===== src/rtl/irq_sense_pkg.sv =====
package irq_sense_pkg;

    // Per-line registered state of the sensing path
    typedef struct packed {
        logic s1;      // first synchronizer flop
        logic s2;      // second synchronizer flop
        logic last;    // value seen at the previous sample strobe
        logic pend;    // latched request
        logic in_svc;  // level line whose routine is running
        logic mode;    // registered copy of the sensitivity bit
    } line_state_t;

    localparam line_state_t LINE_RESET = '{
        s1: 1'b1, s2: 1'b1, last: 1'b1, pend: 1'b0, in_svc: 1'b0, mode: 1'b0
    };

endpackage


===== src/rtl/irq_sample_strobe.sv =====
module irq_sample_strobe (
    input  logic clk,
    input  logic rst_n,
    output logic sample_en_o
);

    logic strobe_d, strobe_q;

    always_comb begin
        strobe_d = ~strobe_q;
    end

    always_ff @(posedge clk or negedge rst_n) begin
        if (!rst_n) strobe_q <= 1'b0;
        else        strobe_q <= strobe_d;
    end

    assign sample_en_o = strobe_q;

endmodule


===== src/rtl/irq_line_sense.sv =====
module irq_line_sense
    import irq_sense_pkg::*;
(
    input  logic clk,
    input  logic rst_n,
    input  logic req_n_i,
    input  logic edge_mode_i,
    input  logic sample_en_i,
    input  logic svc_start_i,
    input  logic svc_return_i,
    output logic pend_o
);

    line_state_t st_d, st_q;
    logic        mode_chg;
    logic        fall;

    always_comb begin
        st_d      = st_q;
        st_d.s1   = req_n_i;
        st_d.s2   = st_q.s1;
        st_d.mode = edge_mode_i;
        mode_chg  = (edge_mode_i != st_q.mode);
        fall      = st_q.last & ~st_q.s2;

        if (mode_chg) begin
            // drop request and service state; history follows the current pin
            st_d.pend   = 1'b0;
            st_d.in_svc = 1'b0;
            st_d.last   = st_q.s2;
        end else if (st_q.mode) begin
            // edge sensitivity: a sampled fall beats a coincident clear
            if (svc_start_i) st_d.pend = 1'b0;
            if (sample_en_i) begin
                st_d.last = st_q.s2;
                if (fall) st_d.pend = 1'b1;
            end
        end else begin
            // level sensitivity
            if (svc_start_i) begin
                st_d.pend   = 1'b0;
                st_d.in_svc = 1'b1;
            end
            if (svc_return_i) st_d.in_svc = 1'b0;
            if (sample_en_i) begin
                st_d.last = st_q.s2;
                st_d.pend = ~st_q.s2 & ~st_d.in_svc;
            end
        end
    end

    always_ff @(posedge clk or negedge rst_n) begin
        if (!rst_n) st_q <= LINE_RESET;
        else        st_q <= st_d;
    end

    assign pend_o = st_q.pend;

    // a mode flip leaves the line idle on the next cycle
    p_mode_clear_r10: assert property (@(posedge clk) disable iff (!rst_n)
        (edge_mode_i != st_q.mode) |=> !pend_o);

    // no level request while the routine runs
    p_no_raise_in_svc_r6: assert property (@(posedge clk) disable iff (!rst_n)
        (st_q.in_svc && !svc_return_i) |=> !pend_o);

    // off-strobe cycles with no pulses leave the request untouched
    p_sample_only_on_strobe_r3: assert property (@(posedge clk) disable iff (!rst_n)
        (!sample_en_i && (edge_mode_i == st_q.mode) && !svc_start_i && !svc_return_i)
        |=> $stable(pend_o));

    // an edge line whose last sample was low cannot gain a request
    p_edge_hold_r4: assert property (@(posedge clk) disable iff (!rst_n)
        (st_q.mode && (edge_mode_i == st_q.mode) && !svc_start_i && !st_q.last)
        |=> $stable(pend_o));

endmodule


===== src/rtl/irq_prio_pick.sv =====
module irq_prio_pick #(
    parameter int N_LINES = 3,
    localparam int IDX_W  = (N_LINES > 1) ? $clog2(N_LINES) : 1
) (
    input  logic               clk,
    input  logic               rst_n,
    input  logic [N_LINES-1:0] pend_i,
    output logic [IDX_W-1:0]   idx_o,
    output logic               valid_o
);

    always_comb begin
        idx_o   = '0;
        valid_o = 1'b0;
        for (int i = N_LINES - 1; i >= 0; i--) begin
            if (pend_i[i]) begin
                idx_o   = IDX_W'(i);
                valid_o = 1'b1;
            end
        end
    end

    // valid tracks the vector and the index names a set bit
    p_valid_matches_r9: assert property (@(posedge clk) disable iff (!rst_n)
        valid_o == (pend_i != '0));

    p_idx_is_pending_r9: assert property (@(posedge clk) disable iff (!rst_n)
        valid_o |-> pend_i[idx_o]);

    p_idx_is_lowest_r9: assert property (@(posedge clk) disable iff (!rst_n)
        valid_o |-> ((pend_i & ((N_LINES'(1) << idx_o) - N_LINES'(1))) == '0));

endmodule


===== src/rtl/irq_sense_top.sv =====
module irq_sense_top #(
    parameter int N_LINES = 3,
    localparam int IDX_W  = (N_LINES > 1) ? $clog2(N_LINES) : 1
) (
    input  logic               clk,
    input  logic               rst_n,
    input  logic [N_LINES-1:0] req_n_i,
    input  logic [N_LINES-1:0] edge_mode_i,
    input  logic [N_LINES-1:0] svc_start_i,
    input  logic [N_LINES-1:0] svc_return_i,
    output logic [N_LINES-1:0] pending_o,
    output logic [IDX_W-1:0]   top_idx_o,
    output logic               top_valid_o
);

    logic sample_en;

    irq_sample_strobe u_strobe (
        .clk         (clk),
        .rst_n       (rst_n),
        .sample_en_o (sample_en)
    );

    for (genvar g = 0; g < N_LINES; g++) begin : g_line
        irq_line_sense u_line (
            .clk          (clk),
            .rst_n        (rst_n),
            .req_n_i      (req_n_i[g]),
            .edge_mode_i  (edge_mode_i[g]),
            .sample_en_i  (sample_en),
            .svc_start_i  (svc_start_i[g]),
            .svc_return_i (svc_return_i[g]),
            .pend_o       (pending_o[g])
        );
    end

    irq_prio_pick #(.N_LINES(N_LINES)) u_prio (
        .clk     (clk),
        .rst_n   (rst_n),
        .pend_i  (pending_o),
        .idx_o   (top_idx_o),
        .valid_o (top_valid_o)
    );

endmodule


===== config.mk =====
export PLATFORM = sky130hd
export DESIGN_NAME = irq_sense_top
export DESIGN_NICKNAME = d
export VERILOG_FILES = /design/src/rtl/irq_sense_pkg.sv /design/src/rtl/irq_sample_strobe.sv /design/src/rtl/irq_line_sense.sv /design/src/rtl/irq_prio_pick.sv /design/src/rtl/irq_sense_top.sv
export SDC_FILE = /design/constraint.sdc
export NUM_CORES = 1
export LEC_CHECK = 0
export CORE_MARGIN = 10
export CORE_UTILIZATION = 50
export DETAILED_ROUTE_END_ITERATION = 7
export DONT_BUFFER_PORTS = 1
export SYNTH_ARGS = -nofsm -noshare
export SYNTH_HDL_FRONTEND = slang
export SYNTH_SLANG_ARGS = --single-unit

===== constraint.sdc =====
create_clock -name clk -period 1.9 [get_ports clk]
set_clock_uncertainty 0.05 [all_clocks]
set_input_delay 0.19 -clock clk [delete_from_list [all_inputs] [get_ports clk]]
set_output_delay 0.19 -clock clk [all_outputs]
set_load 0.01 [all_outputs]

==> flow_metrics.py <==
metrics = {
    "outcome": {
        "outcome": "finished clean",
    },
    "finish": {
        "drive_gt1_frac": 0.2195,
        "final_common_cell": "dfrtp_1",
        "antenna_cells": 0,
        "fin_nets": 103,
        "design_area_um2": 970.9,
        "area_delta_synth_final_pct": 11.02,
        "final_cell_mix": "10 x dfrtp_1, 9 x nor2_1, 9 x dfstp_2",
    },
    "sta": {
        "maxSlewHeadroom": 0.4638,
        "setup_viol_count_final": 0,
        "slew_viol_final": 0,
        "fmax_ghz": 0.6702,
        "hold_viol_final": 0,
        "fin_tns_setup_ns": 0,
        "worst_pin_slew_ns": 0.8016,
        "fin_crit_ns": 1.492,
        "rsz0062_at_grt": "no",
        "layout_worst_path_cycle_share": 0.7853,
    },
    "global_routing": {
        "grt_max_degree": 20,
        "antenna_found_initial": 0,
        "grt_pass1_vias": 608,
        "grt.total_usage": 0.08881,
        "grt_first_pass_wirelength_um": 2539,
        "grt_overflow": 0,
    },
    "synthesis": {
        "synth-edff-count": 0,
        "ys_ff_latch": 19,
        "syn_avg_cell_area_um2": 11.82,
        "netlist_instances": 74,
        "synthesis.area_um2": 874.6,
        "yosys_warnings": 0,
        "synth_seq_area_share": 0.5565,
        "synth_ff_type": "dfrtp_1",
        "postSynth.asyncResetShare": 1.000,
        "yosysUniqueCellTypes": 21,
        "synthesis.nets": 94,
    },
    "cts": {
        "ctsResizeCount": 0,
        "worstSkewPairLatency_ns": 0.29,
        "hold_buffers": 7,
        "root_buffer": "clkbuf_4",
        "cts_htree_levels": 1,
        "cts_made_buffers": 3,
        "postCtsSetupRepairBufs": 0,
        "cts_sinks": 19,
        "clk_path_buf_depth": 2,
        "cts_tree": "built",
        "cts.clk_slew.worst_paths_ns": 0.10,
    },
    "placed_design": {
        "post-dp-hpwl_um": 1099,
        "placed_area_um2": 873.3,
        "port_buffers": 0,
        "place_congestion": 0.8050,
    },
    "routing": {
        "firstDrtPassIters": 3,
        "drt_iter0_drc": 10,
        "antenna_left": 0,
        "drt-wirelength-per-cell_um": 14.88,
        "post_drt_via_cell_ratio": 5.434,
        "drt-total-wl_um": 1473,
        "drcViolationCount": 0,
        "vias": 538,
    },
    "worst_setup_path": {
        "crit_fanout": 5,
        "rrSetupSlack_ns": 0.41,
        "r2r-end": "g_line[1].u_line.pend_o",
        "rr_startpoint": "g_line[1].u_line.st_q[0]",
        "worstPathArrival_ns": 1.68,
        "reg2reg_depth": 4,
        "cp-start-kind": "register",
        "endpoint_kind": "register",
        "path_class": "reg2reg",
        "cp_slowest_cell": "dfrtp_1",
        "worst-endpoint-required_ns": 2.09,
        "path_cells": "inv_1 > ha_1 > a2111oi_2 > a32o_2",
        "slowest_delay_ns": 0.42,
    },
    "min_path": {
        "hold_path.class": "in2reg",
        "hold_end": "g_line[1].u_line.pend_o",
        "hold_depth": 3,
        "hp-start": "svc_return_i[1]",
    },
    "floorplanning": {
        "start_util": 0.5178,
        "io_pins": 20,
        "rows": 15,
        "fp.dieW_um": 61.83,
        "dieArea_um2": 3822,
        "die_y_um": 61.83,
        "core-area_um2": 1689,
    },
    "pwr": {
        "power_density_nw_per_um2": 753.6,
        "vdd_drop_max_mv": 0.4616,
        "p_leak_nw": 0.4575,
    },
    "job": {
        "max_cap_violations": 0,
    },
}
-- synth_stat cells (2+ instances only) --
master | instances | area, µm²
inv_1 | 8 | 30.03
o22a_1 | 3 | 26.28
a32o_1 | 2 | 20.02
nor2b_1 | 7 | 43.79
buf_4 | 3 | 22.52
dfrtp_1 | 10 | 250.2
nor3_1 | 2 | 10.01
ha_1 | 6 | 75.07
o21ai_0 | 4 | 20.02
dfstp_2 | 9 | 236.5
o2bb2ai_1 | 2 | 17.52
nor2_1 | 9 | 33.78
-- per-layer routing --
metal / global-route usage / routed length, µm / up-vias
li1: - / - / 268
met3: 0.03252 / 154 / 2
met5: 0 / 0 / -
met2: 0.1449 / 680 / 14
met4: 0.05732 / 13 / 0
met1: 0.09472 / 624 / 254
-- power by group --
group	internal, W	leakage, nW	switching (W)
sequential	0.000439	0.220	0.0000148
combinational	0.0000411	0.220	0.0000389
clock	0.0000783	0.0177	0.000120
total	0.000558	0.457	0.000174
-- cell type report --
type	instances	area [µm²]
fill	128	718.2
sequential	19	486.7
multi-input combinational	43	331.6
timing repair buffer	7	70.07
inverter	9	33.78
clock buffer	3	22.52
tap	17	21.27
clock inverter	1	5.005
-- flip-flops by register name, summed over array words and instances (netlist names) --
register	cells
g_line.u_line.st_d	3
g_line.u_line.st_q	12
g_line.u_line.pend_o	3
u_strobe.sample_en_o	1
-- cell families (layout without fill, tap and decap cells) --
kind of cell / after synthesis / in the layout / synth area share
AND/OR/NAND/NOR: 20 / 20 / 0.1159
flip-flops: 19 / 19 / 0.5565
AO/OA/AOI/OAI: 15 / 15 / 0.1516
buffers and inverters: 12 / 20 / 0.06437
adder cells (fa/ha/maj): 6 / 6 / 0.08583
multiplexers: 2 / 2 / 0.02575
-- how the worst max path moves through the flow --
| stage | endpoint | slack, ns | start | depth (start not counted) |
|---|---|---|---|---|
| floorplan | g_line[1].u_line.pend_o | 0.52 | g_line[1].u_line.st_q[0] | 4 |
| global placement | g_line[1].u_line.pend_o | 0.48 | g_line[1].u_line.st_q[0] | 4 |
| detailed placement | g_line[1].u_line.pend_o | 0.43 | g_line[1].u_line.st_q[0] | 4 |
| CTS | g_line[1].u_line.pend_o | 0.40 | g_line[1].u_line.st_q[0] | 4 |
| global route | g_line[1].u_line.pend_o | 0.32 | g_line[1].u_line.st_q[0] | 4 |
| finish | g_line[1].u_line.pend_o | 0.41 | g_line[1].u_line.st_q[0] | 4 |
-- per-stage QoR --
step	setup slack, ns	utilization	total power [W]	instances	hold WS [ns]
after floorplan	0.5229	-	0.0005132	74	-0.1556
after global placement	0.4785	0.5170	0.0005211	88	-0.1549
after detailed placement	0.4255	0.5170	0.0005235	88	-0.1548
after CTS	0.4002	0.5748	0.0007500	99	0.05951
after global routing	0.3179	0.5748	0.0007776	99	0.06596
final	0.4079	0.5748	0.0007317	99	0.06875
-- worst max-delay path, delay by kind of cell (launching register included) --
family / cells / cell delay [ns]
AOI/OAI and AO/OA: 2 / 0.52
adders and majority gates: 1 / 0.35
buffers and inverters: 1 / 0.09
DFF: 1 / 0.42
(Power assumes the default switching activity.)
